==> config.mk <==
export PLATFORM = sky130hd
export DESIGN_NAME = i2c_mem_slave
export DESIGN_NICKNAME = d
export VERILOG_FILES = /design/src/rtl/i2c_mem_pkg.sv /design/src/rtl/i2c_line_sync.sv /design/src/rtl/i2c_dev_match.sv /design/src/rtl/i2c_word_ptr.sv /design/src/rtl/i2c_mem_slave.sv
export SDC_FILE = /design/constraint.sdc
export NUM_CORES = 1
export LEC_CHECK = 0
export ABC_AREA = 1
export CAP_MARGIN = 20
export CORE_MARGIN = 5
export CORE_UTILIZATION = 56
export CTS_BUF_LIST = sky130_fd_sc_hd__clkbuf_8
export CTS_CLUSTER_DIAMETER = 200
export DETAILED_ROUTE_END_ITERATION = 10
export PLACE_DENSITY = 0.82
export SLEW_MARGIN = 40
export SYNTH_ARGS = -nofsm -noshare
export SYNTH_HDL_FRONTEND = slang
export SYNTH_SLANG_ARGS = --single-unit
==> constraint.sdc <==
create_clock -name clk -period 2.2 [get_ports clk]
set_input_delay 0.44 -clock clk [delete_from_list [all_inputs] [get_ports clk]]
set_output_delay 0.44 -clock clk [all_outputs]
set_load 0.03 [all_outputs]
==> src/rtl/i2c_mem_pkg.sv <==
`timescale 1ns/1ps
// Shared types for the I2C memory slave.
// Assumes: byte-wide transfers, fixed device type nibble.
package i2c_mem_pkg;

    // Fixed device type nibble expected in bits 7..4 of the select byte.
    localparam logic [3:0] DEV_TYPE = 4'b1010;

    // Bus-side sequencing of the slave.
    typedef enum logic [2:0] {
        ST_IDLE,     // not addressed, waiting for START
        ST_RX,       // shifting in a byte on SCL rising edges
        ST_ACK_ON,   // byte complete, wait SCL fall to drive ACK
        ST_ACK_OFF,  // ACK driven, wait SCL fall to release
        ST_TX,       // shifting out a read byte on SCL falling edges
        ST_MACK      // sampling the master's acknowledge
    } slv_state_t;

    // Meaning of the byte currently being received.
    typedef enum logic [1:0] {
        BK_SELECT,   // device select byte
        BK_WORD,     // word-address byte
        BK_DATA      // write data byte
    } byte_kind_t;

endpackage

==> src/rtl/i2c_line_sync.sv <==
`timescale 1ns/1ps
// Line synchroniser and bus-condition detector.
// Brings SCL and SDA into the clk domain through two flops each and
// flags SCL edges and START/STOP conditions for one cycle.
// Assumes: clk is several times faster than SCL; lines idle high.
module i2c_line_sync (
    input  logic clk,
    input  logic rst_n,
    input  logic scl_in,
    input  logic sda_in,
    output logic sda_s,
    output logic scl_rise,
    output logic scl_fall,
    output logic start_det,
    output logic stop_det
);

    logic scl_m, scl_s, scl_q;
    logic sda_m, sda_q;

    // Two-flop synchronisers plus one history stage per line.
    always_ff @(posedge clk) begin
        if (!rst_n) begin
            scl_m <= 1'b1;
            scl_s <= 1'b1;
            scl_q <= 1'b1;
            sda_m <= 1'b1;
            sda_s <= 1'b1;
            sda_q <= 1'b1;
        end else begin
            scl_m <= scl_in;
            scl_s <= scl_m;
            scl_q <= scl_s;
            sda_m <= sda_in;
            sda_s <= sda_m;
            sda_q <= sda_s;
        end
    end

    // Edge and condition flags derived from current and previous samples.
    always_comb begin
        scl_rise  = scl_s & ~scl_q;
        scl_fall  = ~scl_s & scl_q;
        start_det = scl_s & scl_q & sda_q & ~sda_s;
        stop_det  = scl_s & scl_q & ~sda_q & sda_s;
    end

endmodule

==> src/rtl/i2c_dev_match.sv <==
`timescale 1ns/1ps
// Device select comparator.
// Compares the type nibble and the non-page chip bits of a select byte.
// Assumes: PAGE_BITS in 0..2 so at least one chip pin remains.
module i2c_dev_match
    import i2c_mem_pkg::*;
#(
    parameter  int PAGE_BITS = 1,
    localparam int PIN_W     = 3 - PAGE_BITS
) (
    input  logic [7:PAGE_BITS+1] sel_bits,
    input  logic [PIN_W-1:0]     pin_chip,
    output logic                 hit
);

    logic [PIN_W-1:0] pin_eq;

    // One comparator per strapped chip pin.
    for (genvar g = 0; g < PIN_W; g++) begin : g_pin
        assign pin_eq[g] = (sel_bits[PAGE_BITS+1+g] == pin_chip[g]);
    end

    // Select matches when type and all strapped bits agree.
    assign hit = (sel_bits[7:4] == DEV_TYPE) && (&pin_eq);

endmodule

==> src/rtl/i2c_word_ptr.sv <==
`timescale 1ns/1ps
// Word pointer with page-locked increment.
// Low 8 bits load from the word-address byte and count; page bits load
// from the select byte and never change on increment.
// Assumes: ADDR_W in 8..10.
module i2c_word_ptr #(
    parameter  int ADDR_W    = 9,
    localparam int PAGE_BITS = ADDR_W - 8,
    localparam int PVW       = (PAGE_BITS > 0) ? PAGE_BITS : 1
) (
    input  logic              clk,
    input  logic              rst_n,
    input  logic              page_ld,
    input  logic [PVW-1:0]    page_val,
    input  logic              low_ld,
    input  logic [7:0]        low_val,
    input  logic              inc,
    output logic [ADDR_W-1:0] ptr
);

    logic [7:0] lo;

    // Low byte: load wins over increment; wraps within the page.
    always_ff @(posedge clk) begin
        if (!rst_n)      lo <= '0;
        else if (low_ld) lo <= low_val;
        else if (inc)    lo <= lo + 8'd1;
    end

    if (PAGE_BITS > 0) begin : g_paged
        logic [PAGE_BITS-1:0] hi;
        // Page bits: taken from a matched select byte only.
        always_ff @(posedge clk) begin
            if (!rst_n)       hi <= '0;
            else if (page_ld) hi <= page_val;
        end
        assign ptr = {hi, lo};
    end else begin : g_flat
        assign ptr = lo;
    end

endmodule

==> src/rtl/i2c_mem_slave.sv <==
`timescale 1ns/1ps
// I2C memory slave controller (top).
// Decodes select, word-address and data bytes, drives ACK and read data
// through an open-drain enable, feeds a write sequencer and reads the
// array through an address/data port.
// Assumes: rd_data is valid for rd_addr by the next SCL falling edge;
// busy is raised by the sequencer only after wr_commit.
module i2c_mem_slave
    import i2c_mem_pkg::*;
#(
    parameter  int ADDR_W    = 9,
    localparam int PAGE_BITS = ADDR_W - 8,
    localparam int PIN_W     = 3 - PAGE_BITS
) (
    input  logic              clk,
    input  logic              rst_n,
    input  logic              scl_in,
    input  logic              sda_in,
    output logic              sda_oe,
    input  logic [PIN_W-1:0]  pin_chip,
    input  logic              wp,
    input  logic              busy,
    output logic [ADDR_W-1:0] rd_addr,
    input  logic [7:0]        rd_data,
    output logic              wr_en,
    output logic [ADDR_W-1:0] wr_addr,
    output logic [7:0]        wr_data,
    output logic              wr_commit
);

    localparam int PVW = (PAGE_BITS > 0) ? PAGE_BITS : 1;

    logic        sda_s, scl_rise, scl_fall, start_det, stop_det;
    slv_state_t  state;
    byte_kind_t  kind;
    logic [2:0]  bit_cnt;
    logic [6:0]  rx_sr;
    logic [7:0]  tx_sr;
    logic [7:0]  rx_byte;
    logic        drive_low, ack_ok, to_tx, m_ack, wrote;
    logic        dev_hit, accept, rx_done, tx_last;
    logic        page_ld, low_ld, ptr_inc;
    logic [ADDR_W-1:0] ptr;

    i2c_line_sync u_sync (
        .clk       (clk),
        .rst_n     (rst_n),
        .scl_in    (scl_in),
        .sda_in    (sda_in),
        .sda_s     (sda_s),
        .scl_rise  (scl_rise),
        .scl_fall  (scl_fall),
        .start_det (start_det),
        .stop_det  (stop_det)
    );

    assign rx_byte = {rx_sr, sda_s};

    i2c_dev_match #(.PAGE_BITS(PAGE_BITS)) u_match (
        .sel_bits (rx_byte[7:PAGE_BITS+1]),
        .pin_chip (pin_chip),
        .hit      (dev_hit)
    );

    i2c_word_ptr #(.ADDR_W(ADDR_W)) u_ptr (
        .clk      (clk),
        .rst_n    (rst_n),
        .page_ld  (page_ld),
        .page_val (rx_byte[PVW:1]),
        .low_ld   (low_ld),
        .low_val  (rx_byte),
        .inc      (ptr_inc),
        .ptr      (ptr)
    );

    // Byte-boundary events and the accept decision for a finished byte.
    always_comb begin
        rx_done = (state == ST_RX) && scl_rise && (bit_cnt == 3'd7);
        tx_last = (state == ST_TX) && scl_fall && (bit_cnt == 3'd7);
        case (kind)
            BK_SELECT: accept = dev_hit && !busy;
            BK_WORD:   accept = 1'b1;
            default:   accept = !(wp && ptr[ADDR_W-1]);
        endcase
        page_ld = rx_done && (kind == BK_SELECT) && accept;
        low_ld  = rx_done && (kind == BK_WORD);
        ptr_inc = (rx_done && (kind == BK_DATA) && accept) || tx_last;
    end

    // Bus sequencing, shift registers, SDA enable and sequencer strobes.
    always_ff @(posedge clk) begin
        if (!rst_n) begin
            state     <= ST_IDLE;
            kind      <= BK_SELECT;
            bit_cnt   <= '0;
            rx_sr     <= '0;
            tx_sr     <= '0;
            drive_low <= 1'b0;
            ack_ok    <= 1'b0;
            to_tx     <= 1'b0;
            m_ack     <= 1'b0;
            wrote     <= 1'b0;
            wr_en     <= 1'b0;
            wr_addr   <= '0;
            wr_data   <= '0;
            wr_commit <= 1'b0;
        end else begin
            wr_en     <= 1'b0;
            wr_commit <= 1'b0;
            if (start_det) begin
                state     <= ST_RX;
                kind      <= BK_SELECT;
                bit_cnt   <= '0;
                drive_low <= 1'b0;
            end else if (stop_det) begin
                state     <= ST_IDLE;
                drive_low <= 1'b0;
                if (wrote) begin
                    wr_commit <= 1'b1;
                    wrote     <= 1'b0;
                end
            end else begin
                case (state)
                    ST_RX: begin
                        if (scl_rise) begin
                            rx_sr   <= rx_byte[6:0];
                            bit_cnt <= bit_cnt + 3'd1;
                            if (bit_cnt == 3'd7) begin
                                ack_ok <= accept;
                                to_tx  <= (kind == BK_SELECT) && rx_byte[0];
                                state  <= ST_ACK_ON;
                                if (kind == BK_SELECT) kind <= BK_WORD;
                                else                   kind <= BK_DATA;
                                if ((kind == BK_DATA) && accept) begin
                                    wr_en   <= 1'b1;
                                    wr_addr <= ptr;
                                    wr_data <= rx_byte;
                                    wrote   <= 1'b1;
                                end
                            end
                        end
                    end
                    ST_ACK_ON: begin
                        if (scl_fall) begin
                            if (ack_ok) begin
                                drive_low <= 1'b1;
                                state     <= ST_ACK_OFF;
                            end else begin
                                state <= ST_IDLE;
                            end
                        end
                    end
                    ST_ACK_OFF: begin
                        if (scl_fall) begin
                            bit_cnt <= '0;
                            if (to_tx) begin
                                tx_sr     <= rd_data;
                                drive_low <= ~rd_data[7];
                                state     <= ST_TX;
                            end else begin
                                drive_low <= 1'b0;
                                state     <= ST_RX;
                            end
                        end
                    end
                    ST_TX: begin
                        if (scl_fall) begin
                            if (bit_cnt == 3'd7) begin
                                drive_low <= 1'b0;
                                state     <= ST_MACK;
                            end else begin
                                tx_sr     <= {tx_sr[6:0], 1'b0};
                                drive_low <= ~tx_sr[6];
                                bit_cnt   <= bit_cnt + 3'd1;
                            end
                        end
                    end
                    ST_MACK: begin
                        if (scl_rise) begin
                            m_ack <= ~sda_s;
                        end else if (scl_fall) begin
                            if (m_ack) begin
                                bit_cnt   <= '0;
                                tx_sr     <= rd_data;
                                drive_low <= ~rd_data[7];
                                state     <= ST_TX;
                            end else begin
                                state <= ST_IDLE;
                            end
                        end
                    end
                    default: ;
                endcase
            end
        end
    end

    assign sda_oe  = drive_low;
    assign rd_addr = ptr;

endmodule

==> reports/metrics.cfg, run 1 <==
[grt]
grt_usage=0.209
grt_pass1_wl_mm=12.1
overflow=0
grt_max_degree=29
antenna_found_initial=0
first_global_vias=2713

[logic_synthesis]
yosysWarnings=0
netlist_area_sq_mm=0.00297
synth_top_family_by_area=simple AND/OR/NAND/NOR gates
synth-compound-area-share=0.130
synth-seq-cells=61
avgSynthCellArea_sq_um=6.76
synthSimpleGateAreaFrac=0.351
synthCells=440
syn-num-nets=459
synthMuxAreaShare=0
synth_cell_types=33
yosys.area_share.adder=0.0126
ys_seq_area_frac=0.411
synth-xor-area-share=0.00589

[finish]
fillers=472
regArea_sq_mm=0.00122
diodes=0
area_growth_pct=22.9
layout-drive-gt1-share=0.0916
multi_input_area_sq_mm=0.00149
fin_nets=505

[hold_path]
min_path_type=reg2reg

[timing]
finalCritPeriodShare=0.892
hold_viol=0
rsz0062_at_grt=false
setup_viol=0
skew_ns=0.00722
slew_headroom=0.661
worstMarginPinSlew_ns=0.507
tns_ns=0
fmax_ghz=0.509
fin_crit_ns=1.96
slew_violations=0

[detailed_routing]
num_vias=2838
wl_per_cell_um=12.4
drt_iter0_markers=152
wirelength_mm=6.94
routed_via_density=5.06
drt-pass1-iter-count=4
drtAntennaViolNets=0
drc_errors=0

[clocking]
cts_hold_buffers=0
h-tree-depth=3
path_clk_slew_ns=0.07
cts_tree=done
cts.sinks=61
post_cts_buffers=0
cts_made_buffers=9
cts_root_buffer=clkbuf_8
cts_resized=0
clockBufferDepth=2
clk_latency_ns=0.34

[pwr]
power_density_mw_per_mm2=924
total_power_w=0.00338
ir_worst_vdd_uv=630
leakagePower_nw=1.69

[placement]
place_hpwl_mm=5.04
portBuffers=44
place.gp.congestion=0.859

[flow_run]
drv_cap=0

[critical_path]
start_kind=register
required_ns=1.76
path_class=reg2out
crit_path_max_incr_delay_ns=0.72
worstPathCellList=clkdlybuf4s50_1
r2r_slack_ns=0.25
crit_slowest_cell=clkdlybuf4s50_1
endpoint_kind=primary output
worst_ep_arrival_time_ns=1.52
worstPathMaxFanout=7
crit_buf_inv=1
crit_family=buffers and inverters

[floorplanning]
chipWidth_um=82.9
coreArea_sq_mm=0.00514
std_cell_rows=26
dieArea_sq_mm=0.00687
start_util=0.579
num_io_pins=45
die_h_um=82.9

[status]
status=complete, no violations

## cells in the mapped netlist (all sizes together)
| master | count | share of area |
|---|---|---|
| a211oi | 1 | 0.0025 |
| a21oi | 27 | 0.045 |
| and3 | 1 | 0.0021 |
| buf | 9 | 0.021 |
| clkbuf | 4 | 0.0050 |
| dfxtp | 61 | 0.41 |
| ha | 3 | 0.013 |
| inv | 49 | 0.064 |
| nand2 | 114 | 0.16 |
| nand3 | 24 | 0.048 |
| nand4 | 2 | 0.0042 |
| nor2 | 87 | 0.12 |
| nor3 | 4 | 0.011 |
| o21a | 1 | 0.0025 |
| o21ai | 44 | 0.074 |
| o21bai | 1 | 0.0025 |
| o31ai | 1 | 0.0025 |
| or2 | 5 | 0.011 |
| xor2 | 2 | 0.0059 |
## cell type report
| type | count | share of cell area |
|---|---|---|
| clock buffers | 10 | 0.0376 |
| clock inverters | 6 | 0.0171 |
| inverters | 49 | 0.0524 |
| multi-input cells | 317 | 0.406 |
| flip-flops and latches | 61 | 0.334 |
| well taps | 70 | 0.0240 |
| repair buffers | 48 | 0.129 |
## cells by family (layout without fill, tap and decap cells)
group	count (synthesis)	count (layout)
and+or+nand+nor	237	237
AOI/OAI and AO/OA	75	75
buffers and inverters	62	113
DFF	61	61
adders and majority gates	3	3
xor gates and xnor gates	2	2
## placed cells by master (no fill, tap or decap), types with 2 or more instances in the layout
cell             instances
inv_2                    3
buf_4                    4
ha_1                     3
nand3_1                 21
o21ai_1                  5
or2_2                    5
nand3_2                  2
nand2_4                  4
a21oi_1                 27
nor2_1                  82
inv_4                    3
clkbuf_8                10
nor3_1                   3
o21ai_0                 39
nand2_1                108
xor2_1                   2
clkinvlp_4               2
clkdlybuf4s50_1         44
dfxtp_1                 61
inv_1                   44
nor2_2                   4
nand4_1                  2
## state kept, by name (all words and copies together), names as in the netlist, 2 cells and up
register / cells
wr_data: 8
rx_sr: 7
u_ptr.lo: 8
tx_sr: 7
kind: 2
state: 3
bit_cnt: 3
wr_addr: 9
## worst paths after layout
path,startpoint,cells after the start,endpoint
worst min-delay path,u_sync.sda_m$_SDFF_PN1_,1,u_sync.sda_s$_SDFF_PN1_
worst max-delay path,u_ptr.lo[2]$_SDFFE_PN0P_,1,rd_addr[2]
worst min register to register,u_sync.sda_m$_SDFF_PN1_,1,u_sync.sda_s$_SDFF_PN1_
worst max register to register,bit_cnt[0]$_SDFFE_PP0P_,8,wr_addr[3]$_SDFFE_PN0P_
## power breakdown
part           internal, W  total [W]  switching, W  leakage [nW]
Clock             0.000551    0.00100      0.000454         0.100
Combinational     0.000379    0.00104      0.000663          1.09
Sequential         0.00121    0.00133      0.000118         0.494
## metal layers
metal	vias to the layer above	GRT usage	routed length, um
met2	87	0.328	3050
met1	1258	0.275	3360
met5	-	0	0
li1	1480	-	-
met4	0	0.0877	130
met3	13	0.0495	402
## per-stage QoR
stage	setup WS (ns)	instance area (sq um)	util	hold slack, ns	cells
2_1_floorplan	0.667	2970	-	0.393	440
5_1_grt	0.0544	3660	0.711	0.438	561
3_5_place_dp	0.170	3460	0.672	0.407	545
3_3_place_gp	0.307	3460	0.672	0.399	545
4_1_cts	0.231	3660	0.711	0.424	561
6_report	0.237	3660	0.711	0.419	561
Power figures use the tool's default switching activity.
==> run 2, diff against run 1 <==
Settings changed: CORE_UTILIZATION 56 to 33, PLACE_DENSITY 0.82 to unset, SKIP_CTS_REPAIR_TIMING set to 1.
==> reports/metrics.cfg, run 2 (synthesis results as in run 1) <==
[status]
status=complete, no violations

[grt]
overflow=0
grt_max_degree=44
antenna_found_initial=0
grt_pass1_wl_mm=12.4
grt_usage=0.135
first_global_vias=2672

[timing]
hold_viol=0
fmax_ghz=0.516
finalCritPeriodShare=0.882
skew_ns=0.00925
rsz0062_at_grt=false
worstMarginPinSlew_ns=0.551
slew_headroom=0.630
tns_ns=0
slew_violations=0
setup_viol=0
fin_crit_ns=1.94

[finish]
final_cells=597
postLayoutCellArea_sq_mm=0.00371
largest-register=wr_addr
fin_nets=504
reg.largest.list=wr_addr x9, u_ptr.lo x8, wr_data x8
diodes=0
fillers=885
area_growth_pct=24.7
largest_reg_flops=9
layout-drive-gt1-share=0.0900
final_cell_mix=nand2_1, nor2_1, dfxtp_1
final_common_cell=nand2_1

[critical_path]
endpoint_kind=primary output
worstPathCellList=clkdlybuf4s50_1
crit_buf_inv=1
worst_ep_arrival_time_ns=1.50
crit_path_max_incr_delay_ns=0.72
start_kind=register
path_class=reg2out
worstPathMaxFanout=6
crit_slowest_cell=clkdlybuf4s50_1
crit_family=buffers and inverters
required_ns=1.76

[floorplanning]
coreArea_sq_mm=0.00876
start_util=0.339
dieArea_sq_mm=0.0110
die_h_um=105
chipWidth_um=105
num_io_pins=45
std_cell_rows=34

[placement]
place_hpwl_mm=5.25
portBuffers=44
dp.cells=582
place.gp.congestion=0.925
place_area_sq_mm=0.00351

[clocking]
cts_made_buffers=9
cts.sinks=61
clockBufferDepth=2
clk_latency_ns=0.33
path_clk_slew_ns=0.07
h-tree-depth=3
cts_root_buffer=clkbuf_8
cts_tree=done

[pwr]
leakagePower_nw=1.69
power_density_mw_per_mm2=907
total_power_w=0.00336
ir_worst_vdd_uv=291

[detailed_routing]
drc_errors=0
num_vias=2831
wirelength_mm=7.29
drt_iter0_markers=109
wl_per_cell_um=12.2
drtAntennaViolNets=0
routed_via_density=4.74
drt-pass1-iter-count=5

[flow_run]
drv_cap=0

[hold_path]
min_path_type=reg2reg

run 2: changes by cell type in the layout (fill, tap and decap cells not counted), sizes merged:
| cell | delta |
|---|---|
| inv | -2 |
| clkinvlp | -1 |
| buf | -1 |
| clkinv | +1 |
| clkbuf | +1 |
run 2: where the power goes:
part / switching [W] / internal [W] / leakage (nW)
registers: 0.000115 / 0.00121 / 0.494
clock network: 0.000424 / 0.000574 / 0.101
logic: 0.000655 / 0.000381 / 1.09
total: 0.00119 / 0.00217 / 1.69
run 2: path summary, 6_finish.rpt:
path                            slack, ns  cells after the start                      from                       to
worst max-delay path                 0.26                      1  u_ptr.lo[1]$_SDFFE_PN0P_               rd_addr[1]
worst min-delay path                 0.41                      1   u_sync.sda_m$_SDFF_PN1_  u_sync.sda_s$_SDFF_PN1_
worst max register to register       0.29                      8   bit_cnt[0]$_SDFFE_PP0P_  wr_addr[7]$_SDFFE_PN0P_
worst min register to register       0.41                      1   u_sync.sda_m$_SDFF_PN1_  u_sync.sda_s$_SDFF_PN1_
run 2: metal layers:
metal / track usage / up-vias / routed length, um
li1: - / 1476 / -
met4: 0.0365 / 0 / 53
met1: 0.165 / 1272 / 3340
met2: 0.220 / 77 / 3450
met5: 0 / - / 0
met3: 0.0536 / 6 / 450
run 2: through the flow:
stage	worst slack (ns)	utilization	hold WS, ns
3_3_place_gp	0.218	0.400	0.395
6_report	0.261	0.423	0.413
5_1_grt	0.0639	0.423	0.420
4_1_cts	0.228	0.423	0.416
3_5_place_dp	0.167	0.400	0.399
2_1_floorplan	0.667	-	0.393
run 2: area by class of cell:
cell class	count	area (sq um)	share of cell area
Multi-Input combinational cell	317	1490	0.401
Sequential cell	61	1220	0.329
Timing Repair Buffer	47	475	0.128
Inverter	49	191	0.0516
Clock buffer	11	151	0.0408
Tap cell	108	135	0.0364
Clock inverter	4	47.5	0.0128
